`src/rtl/irq_hub_pkg.sv`:
```
package irq_hub_pkg;
  localparam int NUM_LINES = 8;
  localparam int LVL_W     = $clog2(NUM_LINES);
  localparam int VEC_W     = 8;
  localparam int BASE_W    = VEC_W - LVL_W;

  // strobes from control to datapath, valid for one cycle
  typedef struct packed {
    logic                 grant;   // acknowledge granted to lvl
    logic                 spur;    // acknowledge with nothing eligible
    logic [LVL_W-1:0]     lvl;     // level being granted
    logic                 setIsr;  // record grant in service
    logic [NUM_LINES-1:0] isrClr;  // end-of-interrupt clear mask
  } hubStrobe_t;
endpackage

```
`src/rtl/irq_hub_prio.sv`:
```
module irq_hub_prio
  import irq_hub_pkg::*;
(
  input  logic [NUM_LINES-1:0] bits,
  input  logic [LVL_W-1:0]     lowestLvl,
  output logic                 any,
  output logic [LVL_W-1:0]     bestLvl,
  output logic [LVL_W-1:0]     bestRank
);
  // rank 0 is the level just above lowestLvl; scan so the smallest rank wins
  always_comb begin
    any      = 1'b0;
    bestLvl  = '0;
    bestRank = '1;
    for (int r = NUM_LINES - 1; r >= 0; r--) begin
      logic [LVL_W-1:0] idx;
      idx = lowestLvl + LVL_W'(1) + LVL_W'(r);
      if (bits[idx]) begin
        any      = 1'b1;
        bestLvl  = idx;
        bestRank = LVL_W'(r);
      end
    end
  end
endmodule

```
`src/rtl/irq_hub_dp.sv`:
```
module irq_hub_dp
  import irq_hub_pkg::*;
#(
  parameter int SYNC_STAGES = 2
) (
  input  logic                 clk,
  input  logic                 rst_n,
  input  logic [NUM_LINES-1:0] irqIn,
  input  logic [NUM_LINES-1:0] trigLevel,
  input  logic [NUM_LINES-1:0] maskBits,
  input  logic [LVL_W-1:0]     lowestLvl,
  input  logic [BASE_W-1:0]    vecBase,
  input  hubStrobe_t           st,
  output logic                 irqOut,
  output logic [LVL_W-1:0]     pendLvl,
  output logic                 isrAny,
  output logic [LVL_W-1:0]     isrLvl,
  output logic [VEC_W-1:0]     vecOut,
  output logic                 vecValid
);
  logic [NUM_LINES-1:0] syncQ [SYNC_STAGES];
  logic [NUM_LINES-1:0] irqPrev, irr, isr, rise, pend;
  logic                 pendAny;
  logic [LVL_W-1:0]     pendRank, isrRank;

  always_ff @(posedge clk) begin
    if (!rst_n) begin
      for (int s = 0; s < SYNC_STAGES; s++) syncQ[s] <= '0;
      irqPrev <= '0;
    end else begin
      syncQ[0] <= irqIn;
      for (int s = 1; s < SYNC_STAGES; s++) syncQ[s] <= syncQ[s-1];
      irqPrev <= syncQ[SYNC_STAGES-1];
    end
  end

  assign rise = syncQ[SYNC_STAGES-1] & ~irqPrev;

  // request register: level lines follow input, edge lines latch until granted
  always_ff @(posedge clk) begin
    if (!rst_n) irr <= '0;
    else begin
      for (int i = 0; i < NUM_LINES; i++) begin
        if (trigLevel[i]) irr[i] <= syncQ[SYNC_STAGES-1][i];
        else irr[i] <= (irr[i] & ~(st.grant && st.lvl == LVL_W'(i))) | rise[i];
      end
    end
  end

  always_ff @(posedge clk) begin
    if (!rst_n) isr <= '0;
    else isr <= (isr & ~st.isrClr)
              | ((st.grant && st.setIsr) ? (NUM_LINES'(1) << st.lvl) : '0);
  end

  assign pend = irr & ~maskBits;

  irq_hub_prio pendRes (.bits(pend), .lowestLvl(lowestLvl),
                        .any(pendAny), .bestLvl(pendLvl), .bestRank(pendRank));
  irq_hub_prio isrRes  (.bits(isr), .lowestLvl(lowestLvl),
                        .any(isrAny), .bestLvl(isrLvl), .bestRank(isrRank));

  assign irqOut = pendAny && (!isrAny || pendRank < isrRank);

  always_ff @(posedge clk) begin
    if (!rst_n) begin
      vecOut   <= '0;
      vecValid <= 1'b0;
    end else begin
      vecValid <= st.grant | st.spur;
      if (st.grant)     vecOut <= {vecBase, st.lvl};
      else if (st.spur) vecOut <= {vecBase, LVL_W'(NUM_LINES - 1)};
    end
  end

  p_out_unmasked_r4: assert property (@(posedge clk) disable iff (!rst_n)
    irqOut |-> |(irr & ~maskBits));
  p_vec_after_ack_r5: assert property (@(posedge clk) disable iff (!rst_n)
    (st.grant || st.spur) |=> vecValid);
  p_spur_no_isr_r11: assert property (@(posedge clk) disable iff (!rst_n)
    (st.spur && st.isrClr == '0) |=> isr == $past(isr));
  p_auto_no_isr_r9: assert property (@(posedge clk) disable iff (!rst_n)
    (st.grant && !st.setIsr && st.isrClr == '0) |=> isr == $past(isr));
  p_eoi_clears_r7: assert property (@(posedge clk) disable iff (!rst_n)
    (st.isrClr != '0 && !st.grant) |=> (isr & $past(st.isrClr)) == '0);
endmodule

```
`src/rtl/irq_hub_ctrl.sv`:
```
module irq_hub_ctrl
  import irq_hub_pkg::*;
(
  input  logic                 clk,
  input  logic                 rst_n,
  input  logic                 ackIn,
  input  logic                 cfgWe,
  input  logic [1:0]           cfgAddr,
  input  logic [7:0]           cfgData,
  input  logic                 irqOut,
  input  logic [LVL_W-1:0]     pendLvl,
  input  logic                 isrAny,
  input  logic [LVL_W-1:0]     isrLvl,
  output logic [NUM_LINES-1:0] maskBits,
  output logic [NUM_LINES-1:0] trigLevel,
  output logic [BASE_W-1:0]    vecBase,
  output logic [LVL_W-1:0]     lowestLvl,
  output hubStrobe_t           st
);
  localparam logic [1:0] ADDR_MASK = 2'd0;
  localparam logic [1:0] ADDR_TRIG = 2'd1;
  localparam logic [1:0] ADDR_CTL  = 2'd2;
  localparam logic [1:0] ADDR_EOI  = 2'd3;

  logic autoEoi, rotate, eoiWr, eoiSpec, eoiDo;
  logic [LVL_W-1:0] eoiLvl, rotPtr;

  always_ff @(posedge clk) begin
    if (!rst_n) begin
      maskBits  <= '0;
      trigLevel <= '0;
      vecBase   <= '0;
      autoEoi   <= 1'b0;
      rotate    <= 1'b0;
    end else if (cfgWe) begin
      case (cfgAddr)
        ADDR_MASK: maskBits  <= cfgData[NUM_LINES-1:0];
        ADDR_TRIG: trigLevel <= cfgData[NUM_LINES-1:0];
        ADDR_CTL: begin
          vecBase <= cfgData[VEC_W-1:LVL_W];
          rotate  <= cfgData[1];
          autoEoi <= cfgData[0];
        end
        default: ;
      endcase
    end
  end

  assign eoiWr   = cfgWe && cfgAddr == ADDR_EOI;
  assign eoiSpec = cfgData[3];
  assign eoiLvl  = eoiSpec ? cfgData[LVL_W-1:0] : isrLvl;
  assign eoiDo   = eoiWr && (eoiSpec || isrAny);

  always_comb begin
    st.grant  = ackIn && irqOut;
    st.spur   = ackIn && !irqOut;
    st.lvl    = pendLvl;
    st.setIsr = !autoEoi;
    st.isrClr = eoiDo ? (NUM_LINES'(1) << eoiLvl) : '0;
  end

  // rotation pointer: level that most recently left service
  always_ff @(posedge clk) begin
    if (!rst_n) rotPtr <= LVL_W'(NUM_LINES - 1);
    else if (rotate) begin
      if (eoiDo) rotPtr <= eoiLvl;
      else if (st.grant && autoEoi) rotPtr <= pendLvl;
    end
  end

  assign lowestLvl = rotate ? rotPtr : LVL_W'(NUM_LINES - 1);

  p_rot_lowest_r10: assert property (@(posedge clk) disable iff (!rst_n)
    (rotate && eoiWr && eoiSpec) |=> lowestLvl == $past(cfgData[LVL_W-1:0]));
  p_ack_exclusive_r11: assert property (@(posedge clk) disable iff (!rst_n)
    !(st.grant && st.spur));
endmodule

```
`src/rtl/irq_hub.sv`:
```
module irq_hub
  import irq_hub_pkg::*;
(
  input  logic       clk,
  input  logic       rst_n,
  input  logic [7:0] irqIn,
  input  logic       ackIn,
  input  logic       cfgWe,
  input  logic [1:0] cfgAddr,
  input  logic [7:0] cfgData,
  output logic       irqOut,
  output logic [7:0] vecOut,
  output logic       vecValid
);
  hubStrobe_t           st;
  logic [NUM_LINES-1:0] maskBits, trigLevel;
  logic [BASE_W-1:0]    vecBase;
  logic [LVL_W-1:0]     lowestLvl, pendLvl, isrLvl;
  logic                 isrAny;

  irq_hub_ctrl ctrl (
    .clk, .rst_n, .ackIn, .cfgWe, .cfgAddr, .cfgData,
    .irqOut, .pendLvl, .isrAny, .isrLvl,
    .maskBits, .trigLevel, .vecBase, .lowestLvl, .st
  );

  irq_hub_dp #(.SYNC_STAGES(2)) dp (
    .clk, .rst_n, .irqIn, .trigLevel, .maskBits, .lowestLvl, .vecBase, .st,
    .irqOut, .pendLvl, .isrAny, .isrLvl, .vecOut, .vecValid
  );
endmodule

```
`config.mk`:
```
export PLATFORM = sky130hd
export DESIGN_NAME = irq_hub
export DESIGN_NICKNAME = d
export VERILOG_FILES = /design/src/rtl/irq_hub_pkg.sv /design/src/rtl/irq_hub_prio.sv /design/src/rtl/irq_hub_dp.sv /design/src/rtl/irq_hub_ctrl.sv /design/src/rtl/irq_hub.sv
export SDC_FILE = /design/constraint.sdc
export NUM_CORES = 1
export LEC_CHECK = 0
export BUFFER_PORTS_ARGS = -buffer_cell sky130_fd_sc_hd__buf_2
export CORE_ASPECT_RATIO = 0.8
export CORE_UTILIZATION = 40
export DETAILED_ROUTE_END_ITERATION = 10
export GPL_TIMING_DRIVEN = 0
export SLEW_MARGIN = 20
export SYNTH_ARGS = -nofsm -noshare
export SYNTH_HDL_FRONTEND = slang
export SYNTH_SLANG_ARGS = --single-unit
```
`constraint.sdc`:
```
create_clock -name clk -period 4.95 [get_ports clk]
set_clock_uncertainty 0.15 [all_clocks]
set_input_delay 0.7425 -clock clk [delete_from_list [all_inputs] [get_ports clk]]
set_output_delay 0.7425 -clock clk [all_outputs]
set_load 0.005 [all_outputs]
```
# Yosys cells after proc, flatten, opt, wreduce, memory -nomap -nowiden
# Memories as Yosys holds them, arrays and structs flattened.
# Index checks and enable logic that the tools add are counted.
# Widths: inputs -> output; s select.
# classes
n_lt_le_gt_ge,9
eq_ne,10
n_reduce_logical,28
n_shift,2
bitwise,34
mux,98
n_addsub,8
# ops
cell,count
$mux 3,32
$bmux 1 s3,16
$mux 8,6
$mux 1,44
$lt 3x4->1 const B,8
$and 8x8->8,3
$not 8->8,3
$shl 1x3->8 const A,2
$logic_and 1x1->1,15
$add 3x3->3 const B,4
$eq 3x3->1 const B,4
$or 1x1->1,11
$and 1x1->1,8
$not 1->1,8
$or 8x8->8,1
$reduce_and 2->1,4
$add 3x1->3 const B,2
$add 3x2->3 const B,2
$eq 3x2->1 const B,2
$eq 2x2->1 const B,2
$reduce_bool 2->1,2
$eq 3x1->1 const B,1
$logic_not 1->1,3
$logic_not 3->1,1
4 further kinds,5
# totals
input_bits,22
memories,1
register_bits,59
ram_bits,16
wordCells,201
# memory_table
name,depth,word_bits,read_ports,rd_clocked_by_memory_dff,wr,line_no,source
dp.syncQ,2,8,2,0,2,irq_hub_dp.sv:21,logic [NUM_LINES-1:0] syncQ [SYNC_STAGES];

# Longest topological paths before layout
# depth
ltp_word,22
ltp_mapped,19
mapped_depth_nobuf,14

# Hierarchy
# A second synthesis with hierarchy kept.
# hier_totals
cells_unflattened,560
area_unflattened_um2,5217.5
# by_module_without_submodules
module,cells_per_inst,n_inst,area_each_um2
irq_hub_prio,125,2,1052.3
irq_hub_dp,183,1,1854.3
irq_hub_ctrl,127,1,1258.7

# Worst setup path after synthesis
# Ideal clock, no wire load.
# synth_path
path_kind,register to output
start,register ctrl.rotate
end,output port irqOut
path_slack_ps,439
arrival_ps,3619
path_buffers,4
required_time_ps,4058
stages_incl_launch_ff,17
path_cell_list,dfxtp_1 -> nor2b_1 -> clkbuf_1 -> inv_1 -> clkbuf_1 -> ha_1 -> buf_2 -> xnor2_4 -> buf_2 -> mux4_2 -> nand2_1 -> a2111oi_0 -> ha_1 -> o21a_1 -> o2bb2ai_1 -> a21oi_2 -> nor2_1
# synth_between
elab_chain_len,16
word_cells_on_any_way,75
classes_between,8 x add/sub; 1 x order compare; 63 x mux; 3 x reduce/logical
# synth_rtl
item,line_no,source
"start, declared",irq_hub_ctrl.sv:25,"logic autoEoi, rotate, eoiWr, eoiSpec, eoiDo;"
"start signal, assigned",irq_hub_ctrl.sv:41,rotate <= cfgData[1];
$mux 3 *,irq_hub_ctrl.sv:71,assign lowestLvl = rotate ? rotPtr : LVL_W'(NUM_LINES - 1);
$add 3x1->3 *,irq_hub_prio.sv:17,idx = lowestLvl + LVL_W'(1) + LVL_W'(r);
"parallel branches: the longest is 13 deep, another holds $add 3x3->3",--,
$logic_and 1x1->1 *,irq_hub_dp.sv:63,assign irqOut = pendAny && (!isrAny || pendRank < isrRank);
"end, declared",irq_hub.sv:11,"output logic irqOut,"
# Mark *: on every way between the ends. The select of a mux whose other input is x is not followed.

# Worst setup path in the final report
# Same ends and word-level chain as after synthesis.

==> metrics.yaml <==
grt:
  grt_pass1_vias: 4373
  grt_pass1_wl_mm: 25.4
  grt_overflow: 0
  antenna_found_initial: 1
  grt_usage_pct: 26.2
  grt_max_degree: 20
sta:
  fin_crit_sh_pct: 97.3
  slew_viol_final: 0
  fin_crit_ns: 4.81
  rsz0062_at_grt: "no"
  max_freq_ghz: 0.208
  hold_viol: 0
  worstMarginPinSlew_ns: 1.14
  finalSetupViolCount: 0
  tns_ns: 0
  hold_ws_ns: 0.280
  slew-limit-headroom_pct: 24.0
clock_network:
  clock-root-buffer: "clkbuf_16"
  cts_max_level: 3
  cts.sinks: 75
  numCtsBuffers: 9
  clock_latency_ns: 0.33
  ctsHoldBuffers: 0
  cts.reportedPaths.clkPinSlew_ns: 0.06
  cts_tree: "done"
  clk_path_buf_depth: 2
setup_path:
  path_class: "reg2out"
  path_max_fanout: 19
  startpoint: "ctrl.rotate"
  reg2reg_from: "ctrl.rotate"
  cp-end-kind: "output port"
  required_ns: 4.06
  cp-start-kind: "flip-flop"
  crit_arrival_ns: 3.92
  cp-endpoint: "irqOut"
  regToRegSetupSlack_ns: 0.55
  timing.rr.end: "dp.irr[5]"
  ff2ff_path_depth: 17
die:
  core_um2: 12300
  rows: 36
  die_area_um2: 13200
  io_pins: 32
  initial_core_util_pct: 41.6
  dieHeight_um: 103
  die_x_um: 128
pwr:
  powerDensity_nw_per_um2: 295
  power.total_mw: 1.83
  p_leak_nw: 2.54
  vdd_drop_max_mv: 0.199
outcome:
  status: "finished clean"
finish:
  most-common-layout-cells: "74 x dfxtp_1, 59 x nor2_1, 53 x mux2i_1"
  syn_to_final_growth_pct: 21.1
  layout_commonest_cell: "dfxtp_1"
  finalNonFillerCells: 808
  num-fill-cells: 1172
  final_layout_size_suffix_gt1_share_pct: 24.7
  fin_area_um2: 6190
  nNetsFinal: 656
logic_synthesis:
  ys_seq_area_share_pct: 29.4
  synth_warnings: 0
  synthCells: 563
  synth_edf_count: 0
  syn_avg_cell_area_um2: 9.08
  mappedNetlistNets: 588
  synth_flop_cell: "dfxtp_1"
  synth-seq-cells: 75
  synthArstFlopShare_pct: 0
  syn-cell-area_um2: 5110
  synth.distinct_cells: 76
drt:
  wl_mm: 16.8
  wl_met3_mm: 1.39
  drc: 0
  wl_met1_mm: 7.96
  via_per_inst: 5.90
  ant_nets: 0
  drtIter0Drc: 447
  post_drt_wl_per_cell_um: 20.8
  drt_pass1_iterations: 5
  vias: 4765
  dr_wl_met2_mm: 7.28
  maxUsedRoutingLayer: "met4"
flow_run:
  drv_cap: 0
placement:
  gp_congestion: 0.940
  port_buffers: 30
  placed_cell_area_um2: 5480
  hpwlAfterDp_mm: 12.6
  dp.cells: 764
worst_hold_path:
  worstHoldPathType: "reg2reg"
[registers in the layout, indices dropped and copies added (netlist names), 3 cells and up]
name	cells
dp.irr	8
ctrl.vecBase	5
ctrl.trigLevel	8
ctrl.rotPtr	3
ctrl.maskBits	8
dp.vecOut	8
dp.isr	8
dp.syncQ	16
dp.irqPrev	8
[worst min path at each step]
stage	startpoint	to	slack (ns)	depth (start not counted)
2_1_floorplan	dp.syncQ[0][2]	dp.syncQ[0][10]	0.26	1
3_3_place_gp	dp.syncQ[0][4]	dp.syncQ[0][12]	0.26	1
3_5_place_dp	dp.syncQ[0][1]	dp.syncQ[0][9]	0.27	1
4_1_cts	dp.syncQ[0][1]	dp.syncQ[0][9]	0.28	1
5_1_grt	dp.syncQ[0][0]	dp.syncQ[0][8]	0.30	1
6_report	dp.syncQ[0][1]	dp.syncQ[0][9]	0.28	1
[report_power, final]
group	internal (mW)	switching (mW)	total [mW]
combinational	0.196	0.265	0.462
sequential	0.632	0.0206	0.652
clock	0.468	0.245	0.713
[per-layer routing]
layer  global-route usage [%]  up-vias
met1                     37.3     2328
met5                        0        -
li1                         -     2243
met4                     6.33        0
met2                     39.5      181
met3                     6.59       13
[area by class of cell]
type	instances	area [um^2]	share of cell area, %
antenna	1	2.50	0.0404
buffer	32	215	3.47
clock buffer	12	256	4.14
clock inverter	4	72.6	1.17
inverter	15	58.8	0.949
multi-input combinational	440	3500	56.5
sequential	75	1510	24.3
tap	171	214	3.45
timing repair buffer	58	368	5.94
[worst max-delay path, cell delays in order (launching register included)]
cell,delay [ns]
dfxtp_4,0.36
nor2b_2,0.15
buf_6,0.12
inv_4,0.11
buf_12,0.19
ha_4,0.15
buf_8,0.17
xnor2_4,0.09
buf_6,0.17
mux4_2,0.39
nand2_2,0.08
a2111oi_4,0.49
ha_2,0.38
o21a_1,0.19
o2bb2ai_4,0.19
a21oi_2,0.08
nor2_2,0.13
buf_2,0.13
[per-stage QoR]
step	util [%]	setup WS, ns
after floorplan	-	0.439
after global placement	44.5	-1.62
after detailed placement	44.5	-1.27
after CTS	49.1	0.0170
after global routing	50.3	0.0195
final	50.4	0.135
[logic make-up (layout without fill, tap and decap cells)]
kind of cell	count (synthesis)	count (layout)	share of synthesized area, %
xor+xnor	5	5	1.96
fa+ha+maj	3	3	0.734
other cells	0	1	0
compound gates	158	158	22.3
flops	75	75	29.4
simple gates	183	183	18.6
buf+inv	48	121	4.41
mux	91	91	22.7
[synthesized netlist by cell type, drive strengths merged (2+ instances only)]
library cell	count	area (um^2)
o211a	4	40.0
nor3	8	40.0
a21o	4	30.0
mux2i	59	616
and2	26	163
o21a	8	60.1
o2bb2ai	3	26.3
mux2	16	184
dfxtp	75	1500
ha	3	37.5
o221ai	4	35.0
a21boi	5	37.5
a2bb2oi	4	35.0
or3	2	12.5
mux4	16	360
nor4b	3	62.6
a41oi	2	17.5
inv	14	55.1
o22a	3	26.3
a211oi	11	87.6
clkbuf	21	78.8
nand2b	4	25.0
nand3	7	35.0
a31oi	12	81.3
nor2b	16	108
a21oi	22	114
o22ai	7	43.8
nand3b	4	30.0
xnor2	3	82.6
a32o	3	30.0
buf	12	87.6
a31o	5	43.8
a32oi	3	26.3
a211o	2	17.5
nand2	42	158
o211ai	4	35.0
nor2	60	225
a2111oi	6	83.8
o21ai	36	180
xor2	2	17.5
nor3b	4	30.0
[repair_timing]
item,in CTS,in global routing
endpoints found under the setup margin,23,1
setup buffers,18,10
gates resized for setup,25,25
pin swaps,9,5
(Power assumes the default switching activity.)
